--- config.mk ---
export PLATFORM = sky130hd
export DESIGN_NAME = sha1_step_engine
export DESIGN_NICKNAME = d
export VERILOG_FILES = /design/src/rtl/sha1_eng_pkg.sv /design/src/rtl/sha1_eng_ctrl.sv /design/src/rtl/sha1_eng_datapath.sv /design/src/rtl/sha1_step_engine.sv
export SDC_FILE = /design/constraint.sdc
export NUM_CORES = 2
export LEC_CHECK = 0
export ABC_CLOCK_PERIOD_IN_PS = 18200
export CAP_MARGIN = 10
export CORE_MARGIN = 2
export CORE_UTILIZATION = 64
export DETAILED_ROUTE_END_ITERATION = 10
export PLACE_DENSITY = 0.86
export SLEW_MARGIN = 20
export SYNTH_ARGS = -nofsm -noshare
export SYNTH_HDL_FRONTEND = slang
export SYNTH_HIERARCHICAL = 1
export SYNTH_SLANG_ARGS = --single-unit
--- constraint.sdc ---
create_clock -name clk -period 18.2 [get_ports clk]
set_clock_uncertainty 0.1 [all_clocks]
set_input_delay 2.73 -clock clk [delete_from_list [all_inputs] [get_ports clk]]
set_output_delay 2.73 -clock clk [all_outputs]
set_load 0.02 [all_outputs]
--- src/rtl/sha1_eng_pkg.sv ---
package sha1_eng_pkg;
  localparam int WORD_W    = 32;
  localparam int WIN_WORDS = 16;
  localparam int NUM_STEPS = 80;
  localparam int ROUND_LEN = 20;
  localparam int LANES     = 5;
  localparam int CHAIN_W   = WORD_W * LANES;
  localparam int STEP_W    = $clog2(NUM_STEPS);
  localparam int IDX_W     = $clog2(WIN_WORDS);

  typedef logic [WORD_W-1:0] word_t;

  // strobes issued by the sequencer to the datapath
  typedef struct packed {
    logic acceptLoad;  // block words may be written
    logic loadWork;    // copy chaining value into working regs
    logic stepEn;      // perform one compression step
    logic finalAdd;    // fold working regs into saved chain
  } ctrlStrobes_t;

  function automatic word_t rotl(input word_t v, input int n);
    return (v << n) | (v >> (WORD_W - n));
  endfunction
endpackage

--- src/rtl/sha1_eng_ctrl.sv ---
module sha1_eng_ctrl
  import sha1_eng_pkg::*;
(
  input  logic              clk,
  input  logic              rstN,
  input  logic              startReq,
  output ctrlStrobes_t      strb,
  output logic [STEP_W-1:0] stepIdx,
  output logic              busy,
  output logic              done
);
  typedef enum logic [1:0] {ST_IDLE, ST_RUN, ST_FOLD} engState_t;

  localparam logic [STEP_W-1:0] LAST_STEP = STEP_W'(NUM_STEPS - 1);

  engState_t stateQ;
  logic [STEP_W-1:0] stepCnt;

  always_ff @(posedge clk) begin
    if (!rstN) begin
      stateQ  <= ST_IDLE;
      stepCnt <= '0;
      done    <= 1'b0;
    end else begin
      done <= 1'b0;
      case (stateQ)
        ST_IDLE: if (startReq) begin
          stateQ  <= ST_RUN;
          stepCnt <= '0;
        end
        ST_RUN: begin
          if (stepCnt == LAST_STEP) stateQ <= ST_FOLD;
          else stepCnt <= stepCnt + 1'b1;
        end
        ST_FOLD: begin
          stateQ <= ST_IDLE;
          done   <= 1'b1;
        end
        default: stateQ <= ST_IDLE;
      endcase
    end
  end

  always_comb begin
    strb.acceptLoad = (stateQ == ST_IDLE);
    strb.loadWork   = (stateQ == ST_IDLE) && startReq;
    strb.stepEn     = (stateQ == ST_RUN);
    strb.finalAdd   = (stateQ == ST_FOLD);
  end

  assign stepIdx = stepCnt;
  assign busy    = (stateQ != ST_IDLE);
endmodule

--- src/rtl/sha1_eng_datapath.sv ---
module sha1_eng_datapath
  import sha1_eng_pkg::*;
(
  input  logic               clk,
  input  logic               rstN,
  input  ctrlStrobes_t       strb,
  input  logic [STEP_W-1:0]  stepIdx,
  input  logic               wordLoadEn,
  input  logic [IDX_W-1:0]   wordLoadIdx,
  input  word_t              wordLoadData,
  input  logic [CHAIN_W-1:0] chainIn,
  output logic [CHAIN_W-1:0] chainOut
);
  localparam logic [31:0] K_CHOOSE = 32'h5a827999;
  localparam logic [31:0] K_PAR_LO = 32'h6ed9eba1;
  localparam logic [31:0] K_MAJ    = 32'h8f1bbcdc;
  localparam logic [31:0] K_PAR_HI = 32'hca62c1d6;

  word_t win [WIN_WORDS];
  word_t work [LANES];
  word_t saved [LANES];
  word_t fOut, kSel, tSum, mixW, nextW;
  logic [1:0] roundSel;

  // round number from step range
  always_comb begin
    if (int'(stepIdx) < ROUND_LEN)          roundSel = 2'd0;
    else if (int'(stepIdx) < 2 * ROUND_LEN) roundSel = 2'd1;
    else if (int'(stepIdx) < 3 * ROUND_LEN) roundSel = 2'd2;
    else                                    roundSel = 2'd3;
  end

  always_comb begin
    case (roundSel)
      2'd0: begin
        fOut = (work[1] & work[2]) | (~work[1] & work[3]);
        kSel = K_CHOOSE;
      end
      2'd1: begin
        fOut = work[1] ^ work[2] ^ work[3];
        kSel = K_PAR_LO;
      end
      2'd2: begin
        fOut = (work[1] & work[2]) | (work[1] & work[3]) | (work[2] & work[3]);
        kSel = K_MAJ;
      end
      default: begin
        fOut = work[1] ^ work[2] ^ work[3];
        kSel = K_PAR_HI;
      end
    endcase
    tSum  = rotl(work[0], 5) + fOut + win[0] + kSel + work[4];
    mixW  = win[13] ^ win[8] ^ win[2] ^ win[0];
    nextW = rotl(mixW, 1);
  end

  // sliding schedule window: slot 0 holds the word for the current step
  for (genvar i = 0; i < WIN_WORDS; i++) begin : g_win
    word_t shiftIn;
    if (i == WIN_WORDS - 1) begin : g_tail
      assign shiftIn = nextW;
    end else begin : g_body
      assign shiftIn = win[i+1];
    end
    always_ff @(posedge clk) begin
      if (!rstN) win[i] <= '0;
      else if (strb.stepEn) win[i] <= shiftIn;
      else if (strb.acceptLoad && wordLoadEn && (wordLoadIdx == IDX_W'(i)))
        win[i] <= wordLoadData;
    end
  end

  // working registers and saved chaining value, lane 0 = H0 at the top
  for (genvar l = 0; l < LANES; l++) begin : g_lane
    localparam int HI = CHAIN_W - 1 - l * WORD_W;
    word_t stepNext;
    if (l == 0) begin : g_a
      assign stepNext = tSum;
    end else if (l == 2) begin : g_c
      assign stepNext = rotl(work[1], 30);
    end else begin : g_pass
      assign stepNext = work[l-1];
    end
    always_ff @(posedge clk) begin
      if (!rstN) begin
        work[l]  <= '0;
        saved[l] <= '0;
        chainOut[HI -: WORD_W] <= '0;
      end else begin
        if (strb.loadWork) begin
          work[l]  <= chainIn[HI -: WORD_W];
          saved[l] <= chainIn[HI -: WORD_W];
        end else if (strb.stepEn) begin
          work[l] <= stepNext;
        end
        if (strb.finalAdd) chainOut[HI -: WORD_W] <= saved[l] + work[l];
      end
    end
  end
endmodule

--- src/rtl/sha1_step_engine.sv ---
module sha1_step_engine
  import sha1_eng_pkg::*;
(
  input  logic               clk,
  input  logic               rstN,
  input  logic               startReq,
  input  logic               wordLoadEn,
  input  logic [3:0]         wordLoadIdx,
  input  logic [31:0]        wordLoadData,
  input  logic [159:0]       chainIn,
  output logic               busy,
  output logic               done,
  output logic [159:0]       chainOut
);
  ctrlStrobes_t      strb;
  logic [STEP_W-1:0] stepIdx;

  sha1_eng_ctrl u_ctrl (
    .clk      (clk),
    .rstN     (rstN),
    .startReq (startReq),
    .strb     (strb),
    .stepIdx  (stepIdx),
    .busy     (busy),
    .done     (done)
  );

  sha1_eng_datapath u_dp (
    .clk          (clk),
    .rstN         (rstN),
    .strb         (strb),
    .stepIdx      (stepIdx),
    .wordLoadEn   (wordLoadEn),
    .wordLoadIdx  (wordLoadIdx),
    .wordLoadData (wordLoadData),
    .chainIn      (chainIn),
    .chainOut     (chainOut)
  );
endmodule

# After elaboration in Yosys (flattened, before gate mapping)

Memory sizes are Yosys's and may differ from the RTL's.
Index checks and enable logic that the tools add are counted.

Bits of input ports: 200
Output and inout bits: 162
Memories: 3
RAM bits: 832
Flip-flop bits (word level): 170
Logic and storage cells: 268

$add $sub $neg: 10
Equal/unequal tests: 23
Reduce and logical (&&, ||, !) cells: 25
Muxes and demuxes: 133
Bitwise logic cells: 63
Magnitude comparators: 3

Memories:

| memory     | words | width | rd ports | clocked after memory_dff | wr ports | RTL line                | RTL |
|---|---|---|---|---|---|---|---|
| u_dp.win   | 16    | 32    | 16       | 0                        | 16       | sha1_eng_datapath.sv:19 | `word_t win [WIN_WORDS];` |
| u_dp.saved | 5     | 32    | 5        | 0                        | 5        | sha1_eng_datapath.sv:21 | `word_t saved [LANES];` |
| u_dp.work  | 5     | 32    | 5        | 0                        | 5        | sha1_eng_datapath.sv:20 | `word_t work [LANES];` |

Operators with widths:

| cell                                                                 | count |
|---|---|
| 32-bit two-way mux                                                   | 47 |
| 32-bit adder                                                         | 9 |
| 32-bit bitwise XOR                                                   | 5 |
| 32-bit bitwise AND                                                   | 4 |
| 32-bit OR                                                            | 3 |
| 32-bit case mux with 3 select lines                                  | 1 |
| 1-bit two-way mux                                                    | 76 |
| 32-bit case mux with 2 select lines                                  | 1 |
| 1-bit OR                                                             | 47 |
| 4-bit == test, second input constant                                 | 8 |
| 32-bit inverter                                                      | 1 |
| 32-bit by 1-bit OR with 32-bit output                                | 1 |
| 32-bit by 30-bit OR with 32-bit output                               | 1 |
| 32-bit by 5-bit OR with 32-bit output                                | 1 |
| 1-bit logical AND                                                    | 18 |
| 4-bit by 3-bit == test with 1-bit output, second input constant      | 4 |
| 7-bit by 6-bit < comparator with 1-bit output, second input constant | 2 |
| 7-bit two-way mux                                                    | 2 |
| 7-bit case mux with 2 select lines                                   | 1 |
| 4-bit by 2-bit == test with 1-bit output, second input constant      | 2 |
| 2-bit two-way mux                                                    | 4 |
| 7-bit by 1-bit adder with 7-bit output, second input constant        | 1 |
| 7-bit == test, second input constant                                 | 1 |
| 7-bit by 5-bit < comparator with 1-bit output, second input constant | 1 |
| 11 further kinds                                                     | 16 |

# Longest topological paths before layout

Depth after elaboration: 11
Depth in mapped cells: 27
Gate-level depth less buffers: 26

# By module

Netlist, hierarchy kept.

Modules (own cells, without submodules):

| module            | cells each | sequential area each (sq um) | instances | area each (sq um) |
|---|---|---|---|---|
| sha1_eng_datapath | 4274       | 28187.0                      | 1         | 51847.2 |
| sha1_eng_ctrl     | 53         | 200.2                        | 1         | 491.7 |

# Worst setup path after synthesis

Ideal clock, no wire load.

Kind: input port to flip-flop
Start point: in startReq
End point: mem u_dp/work[0][0] (netlist bit) (enable)
Stages: 5
Path buffers: 2
Arrival: 9.270 ns
Required time: 17.667 ns
Slack: 8.397 ns
Library setup time: 0.433 ns
Cells stage by stage: and2_1 -> clkbuf_1 -> clkbuf_1 -> nand2b_1 -> or2_2

RTL lines:

| what        | RTL line                | RTL |
|---|---|---|
| from (decl) | sha1_step_engine.sv:6   | `input logic startReq,` |
| to (decl)   | sha1_eng_datapath.sv:20 |  |

==> impl_metrics.toml <==
[floorplanning]
fp.dieH_um = 290
start_util = 0.648
io_pins = 362
core_area_um2 = 80800
die_w_um = 290
dieArea_um2 = 84100
rows = 104

[critical_path]
critPathSlowestCell = "o31ai_1"
cp.required_ns = 18.53
reg2reg_slack_ns = 10.67
end_kind = "flop"
worstReg2RegStart = "u_ctrl/stepIdx[5]$_SDFFE_PN0P_"
cp_max_fo = 33
startpoint = "u_ctrl/stepIdx[5]$_SDFFE_PN0P_"
cp_slowest_stage_delay_ns = 0.73
critPathKind = "flop to flop"
crit_arrival_ns = 7.86
startpoint_type = "flop"

[global_routing]
grt_pass1_vias = 36600
use_met1 = 0.465
grt_max_degree = 118
grt_use_met2 = 0.564
grtUsageTotal = 0.343
antenna_found_initial = 1
grt_overflow_total = 0
grt-busiest-layer = "met2"
use_met3 = 0.0521
grt_pass1_wl_mm = 221

[routing]
drt_iter0_drc = 4682
drc = 0
wire_per_inst_um = 25.7
first_pass_iters = 5
wl_mm = 147
ant_nets = 0
vias = 37900
viasPerCell = 6.65

[clock_tree]
cts_setup_buffers = 0
ctsResizeCount = 0
root_buffer = "clkbuf_16"
cts_htree_levels = 3
clock_latency_ns = 0.68
clkTransAtPathRegs_ns = 0.06
cts_tree = "yes"
numCtsBuffers = 101
hold_buffers = 0
cts_sinks = 1002
cts_buffer_depth = 3

[power]
p_int_w = 0.00463
clkPwrFrac = 0.314
power_leakage_nw = 25.5
power.switching_w = 0.00215
p_seq_frac = 0.420
p_comb_frac = 0.266
powerDensity_nw_per_um2 = 113
peakVddDrop_mv = 0.0866
switching_share = 0.317

[synth]
yosysMostFrequentCell = "edfxtp_1"
postSynthRegisterBits = 1002
synth_edf_count = 832
synthDistinctLibCells = 82
synth_common_cells = "edfxtp_1, a22o_1, nor2_1, clkbuf_1, inv_1"
synth-seq-area-share = 0.542
synthesis.nets = 4849
synth_area_um2 = 52300
synth_top_area_frac = 0.477
synth_adder_area_share = 0.0951
muxShareOfSynthArea = 0.0195
synth-async-reset-ratio = 0
yosys_warnings = 6
synth_top_family_by_area = "compound AO/OA/AOI/OAI gates"
avgSynthCellArea_um2 = 12.1
ys.flop_type = "edfxtp_1"
synth_xor_area_frac = 0.0412
synthSimpleGateAreaFrac = 0.0764
netlist.top_cell.by_area = "edfxtp_1"
synthCells = 4327
synth_area_leaders = "edfxtp_1, a22o_1, dfxtp_1, fa_1, ha_1"
synth-compound-area-share = 0.189

[sta]
rsz0062_at_grt = "false"
setup_viol = 0
worstMarginPinSlew_ns = 1.06
timing.final.crit_period_ns = 7.53
fin_crit_sh = 0.414
fmax_mhz = 133
finalMaxSlewViolations = 0
max_slew_margin = 0.295
setup-tns-final_ns = 0
hold_viol_final = 0

[layout]
drive_gt1_frac = 0.0582
num-nets-final = 5080
layout-area-overhead-vs-synth_pct = 14.9
utilization = 0.744
diodes = 0

[placed_design]
gp_congestion = 1.01
io_buffers = 361
hpwl_mm = 103

[run_status]
status = "complete, no violations"

[min_path]
hp-start = "u_dp/chainOut[56]$_SDFFE_PN0P_"
hold_path.class = "flop to flop"

[flow_run]
max-cap-violations = 0
final timing paths:
| kind | end | cells past startpoint |
|---|---|---|
| worst min register to register | u_dp/chainOut[56]$_SDFFE_PN0P_ | 2 |
| worst min-delay path | u_dp/chainOut[56]$_SDFFE_PN0P_ | 2 |
| worst max register to register | u_dp/work[0][31]$_DFFE_PP_ | 27 |
| worst max-delay path | u_dp/work[0][31]$_DFFE_PP_ | 27 |
worst max-delay path, delay by kind of cell (launching register included):
family / cells / cell delay (ns)
adder cells (fa/ha/maj): 7 / 2.66
AND/OR/NAND/NOR: 4 / 0.56
AO/OA/AOI/OAI: 9 / 2.52
multiplexers: 1 / 0.23
buffers and inverters: 6 / 0.59
flip-flops: 1 / 0.61
cells by family after synthesis:
group	after synthesis
AO/OA/AOI/OAI	1333
flip-flops	1002
multiplexers	102
AND/OR/NAND/NOR	808
adder cells (fa/ha/maj)	323
XOR/XNOR	246
buffers and inverters	513
metal layers:
| layer | part of all wire | vias up |
|---|---|---|
| li1 | - | 16700 |
| met1 | 0.38 | 18600 |
| met2 | 0.48 | 2293 |
| met3 | 0.10 | 304 |
| met4 | 0.041 | 2 |
| met5 | 0.000089 | - |
registers in the layout (all words and copies together) (netlist names):
| signal | flops |
|---|---|
| u_dp/chainOut | 160 |
| u_dp/saved | 160 |
| u_dp/work | 160 |
| u_ctrl/done | 1 |
| u_dp/win | 512 |
| u_ctrl/stateQ | 2 |
| u_ctrl/stepIdx | 7 |
power by group through the flow:
| stage | combinational [W] | sequential (W) | clock, W |
|---|---|---|---|
| 2_1_floorplan | 0.00129 | 0.00281 | 0 |
| 3_3_place_gp | 0.00171 | 0.00287 | 0 |
| 3_5_place_dp | 0.00174 | 0.00288 | 0 |
| 4_1_cts | 0.00177 | 0.00284 | 0.00214 |
| 5_1_grt | 0.00199 | 0.00286 | 0.00223 |
| 6_report | 0.00181 | 0.00285 | 0.00213 |
cells in the final DEF, fill, tap and decap left out, types with 9 or more instances in the layout:
cell type / instances
nor3_1: 36
bufinv_16: 9
o211ai_1: 22
o21ai_2: 12
dfxtp_1: 170
inv_1: 223
nor2b_1: 33
clkdlybuf4s50_1: 360
o21bai_1: 27
clkbuf_1: 24
nand3_1: 32
nor2_1: 249
a21oi_1: 223
a31oi_1: 30
clkinv_2: 23
o21ai_1: 61
nand2_1: 147
o31ai_1: 12
a21o_1: 221
a22o_1: 517
nand2b_1: 23
o21ai_0: 68
a211oi_1: 28
xnor2_1: 160
nand4_1: 10
ha_1: 197
or3_1: 12
buf_4: 52
mux2i_1: 102
edfxtp_1: 832
and2_1: 16
clkinv_1: 11
and3_1: 184
fa_1: 125
o21a_1: 26
clkbuf_16: 107
xor2_1: 86
nor2_2: 9
stage by stage:
stage,area [um^2],hold WS [ns],total power (W),std cells,setup slack [ns]
after floorplan,52300,0.359,0.00410,4327,8.40
after global placement,56800,0.333,0.00458,5515,10.95
after detailed placement,56800,0.337,0.00463,5515,10.82
after CTS,60200,0.346,0.00676,5700,10.72
after global routing,60200,0.361,0.00707,5700,10.23
final,60200,0.341,0.00678,5700,10.67
area by class of cell:
cell class / count / area, um^2
clock buffer: 132 / 2780
clock inverter: 53 / 598
fill: 5159 / 20600
inverter: 227 / 855
multi-input combinational: 2812 / 22200
sequential: 1002 / 28400
tap: 1060 / 1330
timing repair buffer: 414 / 4020
Power figures use the tool's default switching activity.
